--- src/rtl/xbus_pkg.sv ---
package xbus_pkg;
   typedef enum logic [1:0] {
      SEL_LO   = 2'd0,
      SEL_HI   = 2'd1,
      SEL_DATA = 2'd2,
      SEL_NONE = 2'd3
   } xbus_sel_e;

   localparam int MODE_BIT = 15;
   localparam int INC_BIT  = 14;
endpackage

--- src/rtl/xbus_addr_regs.sv ---
module xbus_addr_regs #(
   parameter int LO_W   = 16,
   parameter int HI_W   = 4,
   parameter int SIZE_W = 8
) (
   input  logic              clk,
   input  logic              rst_n,
   input  logic              stop,
   input  logic [SIZE_W-1:0] sram_size,
   input  logic              wr_lo,
   input  logic              wr_hi,
   input  logic [LO_W-1:0]   lo_val,
   input  logic [HI_W-1:0]   hi_val,
   input  logic              mode_val,
   input  logic              inc_val,
   input  logic              step,
   output logic [LO_W-1:0]   lo_q,
   output logic [HI_W-1:0]   hi_q,
   output logic              mode_q,
   output logic              inc_q
);
   logic addr_open;
   logic ctrl_open;

   assign addr_open = stop | (sram_size == '0);
   assign ctrl_open = stop;

   always_ff @(posedge clk) begin
      if (!rst_n) begin
         lo_q   <= '0;
         hi_q   <= '0;
         mode_q <= 1'b0;
         inc_q  <= 1'b0;
      end else begin
         if (wr_lo && addr_open)
            lo_q <= lo_val;
         else if (step && inc_q)
            lo_q <= lo_q + 1'b1;
         if (wr_hi && addr_open)
            hi_q <= hi_val;
         if (wr_hi && ctrl_open) begin
            mode_q <= mode_val;
            inc_q  <= inc_val;
         end
      end
   end

   AST_STEP_ADVANCE: assert property (@(posedge clk) disable iff (!rst_n)
      step && inc_q && !wr_lo |=> lo_q == LO_W'($past(lo_q) + 1'b1));
   AST_STEP_HOLD: assert property (@(posedge clk) disable iff (!rst_n)
      step && !inc_q && !wr_lo |=> $stable(lo_q));
   AST_CTRL_LOCK: assert property (@(posedge clk) disable iff (!rst_n)
      !stop |=> $stable({mode_q, inc_q}));
   AST_UPPER_LOCK: assert property (@(posedge clk) disable iff (!rst_n)
      !stop && (sram_size != '0) |=> $stable(hi_q));
endmodule

--- src/rtl/xbus_cycle_ctl.sv ---
module xbus_cycle_ctl #(
   parameter int DATA_W = 16
) (
   input  logic              clk,
   input  logic              rst_n,
   input  logic              soft_rst,
   input  logic              start,
   input  logic              start_we,
   input  logic [DATA_W-1:0] wdata,
   input  logic              eng_ack,
   input  logic [DATA_W-1:0] eng_rdata,
   output logic              busy,
   output logic              we_q,
   output logic              done,
   output logic [DATA_W-1:0] data_q
);
   always_ff @(posedge clk) begin
      if (!rst_n) begin
         busy   <= 1'b0;
         we_q   <= 1'b0;
         data_q <= '0;
      end else if (soft_rst) begin
         busy <= 1'b0;
      end else if (!busy && start) begin
         busy <= 1'b1;
         we_q <= start_we;
         if (start_we)
            data_q <= wdata;
      end else if (busy && eng_ack) begin
         busy <= 1'b0;
         if (!we_q)
            data_q <= eng_rdata;
      end
   end

   assign done = busy & eng_ack & ~soft_rst;

   AST_REQ_HOLD: assert property (@(posedge clk) disable iff (!rst_n)
      busy && !eng_ack && !soft_rst |=> busy);
   AST_ACK_ENDS: assert property (@(posedge clk) disable iff (!rst_n)
      busy && eng_ack |=> !busy);
   AST_WDATA_STABLE: assert property (@(posedge clk) disable iff (!rst_n)
      busy && !eng_ack |=> $stable(data_q));
   AST_SOFT_ABORT: assert property (@(posedge clk) disable iff (!rst_n)
      soft_rst |=> !busy);
endmodule

--- src/rtl/xbus_port.sv ---
module xbus_port
   import xbus_pkg::*;
#(
   parameter int  HOST_W          = 32,
   parameter int  LO_W            = 16,
   parameter int  HI_W            = 4,
   parameter int  DATA_W          = 16,
   parameter int  SIZE_W          = 8,
   parameter bit  SRAM_MASK_UPPER = 1'b1,
   localparam int ADDR_W          = LO_W + HI_W
) (
   input  logic              clk,
   input  logic              rst_n,
   input  logic              soft_rst,
   input  logic              stop,
   input  logic [SIZE_W-1:0] sram_size,
   input  logic              host_req,
   input  logic              host_wr,
   input  logic [1:0]        host_sel,
   input  logic [HOST_W-1:0] host_wdata,
   output logic [HOST_W-1:0] host_rdata,
   output logic              host_busy,
   output logic              eng_req,
   output logic              eng_we,
   output logic              eng_flash,
   output logic [ADDR_W-1:0] eng_addr,
   output logic [DATA_W-1:0] eng_wdata,
   input  logic              eng_ack,
   input  logic [DATA_W-1:0] eng_rdata
);
   if (LO_W != 16 || DATA_W != 16) begin : g_bad_width
      $error("xbus_port: LO_W and DATA_W must both be 16");
   end
   if (HI_W < 1 || HI_W > INC_BIT) begin : g_bad_upper
      $error("xbus_port: HI_W must lie in 1..14");
   end
   if (HOST_W <= MODE_BIT + 1) begin : g_bad_host
      $error("xbus_port: HOST_W must exceed 16");
   end

   xbus_sel_e         sel;
   logic              busy;
   logic              accept;
   logic              wr_lo;
   logic              wr_hi;
   logic              start;
   logic              done;
   logic [LO_W-1:0]   lo_q;
   logic [HI_W-1:0]   hi_q;
   logic              mode_q;
   logic              inc_q;
   logic [DATA_W-1:0] data_q;
   logic              unused_wbits;

   assign sel          = xbus_sel_e'(host_sel);
   assign accept       = host_req & ~busy & ~soft_rst;
   assign wr_lo        = accept & host_wr & (sel == SEL_LO);
   assign wr_hi        = accept & host_wr & (sel == SEL_HI);
   assign start        = accept & (sel == SEL_DATA);
   assign unused_wbits = ^host_wdata[HOST_W-1:MODE_BIT+1];

   xbus_addr_regs #(.LO_W(LO_W), .HI_W(HI_W), .SIZE_W(SIZE_W)) u_regs (
      .clk       (clk),
      .rst_n     (rst_n),
      .stop      (stop),
      .sram_size (sram_size),
      .wr_lo     (wr_lo),
      .wr_hi     (wr_hi),
      .lo_val    (host_wdata[LO_W-1:0]),
      .hi_val    (host_wdata[HI_W-1:0]),
      .mode_val  (host_wdata[MODE_BIT]),
      .inc_val   (host_wdata[INC_BIT]),
      .step      (done),
      .lo_q      (lo_q),
      .hi_q      (hi_q),
      .mode_q    (mode_q),
      .inc_q     (inc_q)
   );

   xbus_cycle_ctl #(.DATA_W(DATA_W)) u_ctl (
      .clk       (clk),
      .rst_n     (rst_n),
      .soft_rst  (soft_rst),
      .start     (start),
      .start_we  (host_wr),
      .wdata     (host_wdata[DATA_W-1:0]),
      .eng_ack   (eng_ack),
      .eng_rdata (eng_rdata),
      .busy      (busy),
      .we_q      (eng_we),
      .done      (done),
      .data_q    (data_q)
   );

   assign host_busy = busy;
   assign eng_req   = busy;
   assign eng_flash = mode_q;
   assign eng_wdata = data_q;

   if (SRAM_MASK_UPPER) begin : g_mask_upper
      assign eng_addr = mode_q ? {hi_q, lo_q} : {{HI_W{1'b0}}, lo_q};

      AST_SRAM_UPPER_ZERO: assert property (@(posedge clk) disable iff (!rst_n)
         eng_req && !eng_flash |-> eng_addr[ADDR_W-1:LO_W] == '0);
   end else begin : g_full_upper
      assign eng_addr = {hi_q, lo_q};
   end

   always_comb begin
      host_rdata = '0;
      case (sel)
         SEL_LO:   host_rdata[LO_W-1:0] = lo_q;
         SEL_HI: begin
            host_rdata[MODE_BIT]  = mode_q;
            host_rdata[INC_BIT]   = inc_q;
            host_rdata[HI_W-1:0]  = hi_q;
         end
         SEL_DATA: host_rdata[DATA_W-1:0] = data_q;
         default:  host_rdata = '0;
      endcase
   end

   AST_BUSY_IGNORE: assert property (@(posedge clk) disable iff (!rst_n)
      busy && host_req && !eng_ack && !soft_rst |=> $stable({mode_q, inc_q, hi_q, lo_q}));
   AST_ADDR_STEADY: assert property (@(posedge clk) disable iff (!rst_n)
      eng_req && !eng_ack && !soft_rst |=> $stable(eng_addr) && $stable(eng_flash));
   AST_RESERVED_ZERO: assert property (@(posedge clk) disable iff (!rst_n)
      host_rdata[HOST_W-1:MODE_BIT+1] == '0);
endmodule

--- config.mk ---
export PLATFORM = sky130hd
export DESIGN_NAME = xbus_port
export DESIGN_NICKNAME = d
export VERILOG_FILES = /design/src/rtl/xbus_pkg.sv /design/src/rtl/xbus_addr_regs.sv /design/src/rtl/xbus_cycle_ctl.sv /design/src/rtl/xbus_port.sv
export SDC_FILE = /design/constraint.sdc
export NUM_CORES = 1
export LEC_CHECK = 0
export ABC_AREA = 0
export BUFFER_PORTS_ARGS = -buffer_cell sky130_fd_sc_hd__clkbuf_2
export CAP_MARGIN = 5
export CORE_ASPECT_RATIO = 1.2
export CORE_MARGIN = 1.5
export CORE_UTILIZATION = 40
export CTS_BUF_LIST = sky130_fd_sc_hd__clkbuf_4 sky130_fd_sc_hd__clkbuf_8
export DETAILED_ROUTE_END_ITERATION = 16
export GPL_TIMING_DRIVEN = 0
export PLACE_DENSITY = 0.76
export SLEW_MARGIN = 20
export SYNTH_ARGS = -nofsm -noshare
export SYNTH_HDL_FRONTEND = slang
export SYNTH_HIERARCHICAL = 1
export SYNTH_SLANG_ARGS = --single-unit
--- constraint.sdc ---
create_clock -name clk -period 2 [get_ports clk]
set_clock_uncertainty 0.2 [all_clocks]
set_input_delay 0.2 -clock clk [delete_from_list [all_inputs] [get_ports clk]]
set_output_delay 0.2 -clock clk [all_outputs]
set_load 0.02 [all_outputs]
==> flow_summary.json <==
{
  "setup_viol": 24,
  "path_cells": "or3b_4 -> nor3b_4 -> and4bb_1 -> buf_6 -> or2_1 -> buf_6 -> buf_8 -> a211oi_2",
  "synth_compound_area_share_pct": 18.60,
  "dr.pass1.iters": 5,
  "crit_fanout": 5,
  "avgSynthCellArea_um2": 8.928,
  "syn2layout_area_growth_pct": 53.61,
  "overflow": 0,
  "cp-startpoint": "u_ctl/busy",
  "numCtsBuffers": 5,
  "cp-end-kind": "register",
  "antenna_left": 0,
  "cts_tree": "yes",
  "grt_max_degree": 17,
  "startpoint_type": "register",
  "dieArea_um2": 6897,
  "p_seq_share_pct": 47.3,
  "wl_mm": 9.168,
  "fill_cells": 526,
  "slew_violations": 0,
  "vdd_drop_max_uv": 362.9,
  "via_count": 2865,
  "yosysSeqAreaShare_pct": 31.25,
  "floorplan.rows": 31,
  "diodes": 0,
  "crit_family": "simple AND/OR/NAND/NOR gates",
  "fp.dieH_um": 90.68,
  "ys_warn_count": 6,
  "synth_cells": 287,
  "synth_top_family_by_area": "simple AND/OR/NAND/NOR gates",
  "drt-initial-drc-count": 166,
  "drc": 0,
  "power_frac_clock_pct": 32.2,
  "cp_slowest_cell": "or3b_4",
  "p_leak_nw": 1.764,
  "arrival_ps": 2020,
  "fin_setup_tns_ps": -1021,
  "rsz0062_at_grt": "yes",
  "cts_max_level": 2,
  "maxCapViolCount": 0,
  "num-nets-final": 515,
  "hpwl_mm": 5.867,
  "cp_slowest_stage_delay_ps": 390,
  "crit_buf_inv": 3,
  "rr_startpoint": "u_ctl/busy",
  "synthMuxAreaShare_pct": 12.50,
  "synth-seq-cells": 40,
  "synth_simple_gate_area_share_pct": 21.44,
  "violations": "setup timing",
  "clock.fmax_ghz": 0.4806,
  "finalNonFillerCells": 532,
  "synth_fa_ha_area_share_pct": 0.4883,
  "hold_path.startpoint": "host_wdata[8]",
  "clk_latency_ps": 300,
  "antenna_found_initial": 0,
  "finalHoldViolations": 0,
  "coreArea_um2": 6128,
  "syn-cell-area_um2": 2562,
  "cts.sinks": 40,
  "drive_gt1_share_pct": 50.22,
  "hold_class": "input pin to register",
  "status": "complete, but fails checks",
  "worst-slew-pin-transition_ps": 907.5,
  "root_buffer": "clkbuf_8",
  "dp.cells": 487,
  "total_power_mw": 1.734,
  "cp.required_ps": 1940,
  "grt_pass1_vias": 2672,
  "clockBufferDepth": 2,
  "finalCritPeriodShare_pct": 104.0,
  "io_pins": 137,
  "crit_path_frequent_cell": "buf_6",
  "synth_xor_area_share_pct": 4.443,
  "wl_per_cell_um": 17.23,
  "layout_min_cycle_time_ps": 2081,
  "port_buffers": 103,
  "ys_types": 45,
  "p_per_area_nw_per_um2": 440.4,
  "clk_pin_slew_worst_paths_ps": 80,
  "start_util_pct": 41.81,
  "grtUsageTotal_pct": 24.76,
  "slew_headroom_pct": 39.50,
  "avgViaCountPerCell": 5.385,
  "comb_power_share_pct": 20.5,
  "die_w_um": 76.07,
  "p_int_mw": 1.237,
  "grt_pass1_wl_mm": 13.40,
  "setup_ws_ps": -80.84,
  "p_sw_share_pct": 28.64,
  "routabilityCongestion": 0.8227,
  "criticalPathCategory": "register to register",
  "switchingPower_mw": 0.4965
}
[cells in the mapped netlist (all sizes together)]
cell     instances  area, µm²
clkinv           1      3.750
a21o             1      7.510
xor2             1      8.760
nand4            3      40.04
or2              2      12.52
nor4b            2      32.53
nor4             7      50.05
nor3b            1      12.51
nand3           11      65.06
dfxtp           40      800.8
mux2i           32      320.3
and2             4      25.02
and4bb           2      25.02
o21a             2      15.01
conb             1      3.750
or4              1      7.510
a21oi           15      75.07
inv              9      33.78
nand2b           1      6.260
clkbuf          10      37.54
xnor2           12      105.1
a311oi           3      26.28
or3              3      23.77
ha               1      12.51
a211oi          21      207.7
or3b             1      11.26
o31ai            9      67.56
nor2b            1      8.760
nor2            15      56.30
buf             27      210.2
o2bb2ai          6      52.55
nor3            27      135.1
o21ai            5      25.02
nand2           10      37.54
[cell families (layout without fill, tap and decap cells)]
family	count (synthesis)	in the layout
AOI/OAI and AO/OA	62	62
xor gates and xnor gates	13	13
adders and majority gates	1	1
buffers and inverters	47	195
DFF	40	40
muxes	32	32
other	1	16
and+or+nand+nor	91	91
[final cells by class]
type | count | area (µm²) | share of cell area [%]
Buffer | 35 | 274.0 | 6.961
Tap cell | 82 | 102.6 | 2.606
Multi-Input combinational cell | 215 | 1705 | 43.32
Sequential cell | 40 | 814.5 | 20.69
Timing Repair Buffer | 141 | 897.1 | 22.79
Inverter | 10 | 47.55 | 1.208
Clock inverter | 1 | 5.005 | 0.1271
Timing Repair inverter | 1 | 6.256 | 0.1589
Clock buffer | 7 | 83.83 | 2.130
[worst paths after layout]
| kind | endpoint | slack [ps] | cells past startpoint |
|---|---|---|---|
| setup / recovery | u_ctl/data_q[5] | -80 | 8 |
| hold reg to reg | u_regs/hi_q[2] | 280 | 2 |
| setup reg to reg | u_ctl/data_q[5] | -80 | 8 |
| hold / removal | u_regs/lo_q[8] | 10 | 3 |
[cells in the final DEF, fill, tap and decap left out, types with 2 or more instances in the layout]
cell	netlist	layout
buf_4	19	36
nand3_4	0	2
a211oi_2	10	11
o21ai_2	0	4
mux2i_2	0	3
nor2_1	15	14
dlygate4sd3_1	0	12
nor4_1	6	6
buf_6	2	12
inv_4	0	2
o2bb2ai_1	6	6
nand3_2	2	6
nor3_1	27	26
clkbuf_4	0	2
nand2_1	10	9
buf_2	5	2
a21oi_2	0	4
dfxtp_2	0	8
clkbuf_8	0	6
o31ai_1	9	8
mux2i_1	32	28
a21oi_1	15	11
clkbuf_2	0	104
buf_12	1	2
o21a_1	2	2
xnor2_1	12	12
or3_1	2	2
a311oi_1	3	2
dfxtp_1	40	31
inv_1	9	7
a211oi_1	11	10
and4bb_1	2	2
nand3_1	9	3
conb_1	1	16
clkbuf_1	10	5
and2_1	4	4
[worst register-to-register path, stage by stage (launching register included)]
cell	delay [ps]
dfxtp_4	360
or3b_4	390
nor3b_4	190
and4bb_1	230
buf_6	110
or2_1	110
buf_6	120
buf_8	130
a211oi_2	70
[routing by layer]
layer	global-route usage (%)	up-vias	routed length [µm]
met3	5.152	30	646
met4	10.19	0	306
met5	0	-	0
li1	-	1346	-
met1	28.87	1344	3620
met2	43.84	145	4595
[state kept, by name (all words and copies together) (netlist names)]
name	cells
u_ctl/data_q	16
u_regs/lo_q	16
u_regs/hi_q	4
u_ctl/busy	1
u_ctl/we_q	1
u_regs/inc_q	1
u_regs/mode_q	1
[power groups by stage]
stage / combinational, mW / sequential (mW) / clock, mW
global route: 0.375 / 0.822 / 0.599
floorplan: 0.167 / 0.848 / 0
finish: 0.355 / 0.820 / 0.559
CTS: 0.328 / 0.819 / 0.576
global placement: 0.277 / 0.837 / 0
detailed placement: 0.281 / 0.838 / 0
[per-stage QoR]
stage               utilization [%]  hold WS (ps)  setup slack, ps  cell area (µm²)
finish                        64.23         12.40           -80.84             3936
global route                  64.23         23.60           -128.2             3936
CTS                           61.90        -52.12           -157.1             3794
detailed placement            53.33         251.5           -272.7             3268
global placement              53.33         242.0           -220.6             3268
floorplan                         -         66.84           -55.36             2650
[timing repair]
item,4_1_cts,5_1_grt
endpoints found under the hold margin,11,1
resized for setup,39,36
buffers inserted,20,7
hold buffers,11,1
cloned,2,1
pin swaps,25,22
setup endpoints to repair,33,39
Power figures use the tool's default switching activity.
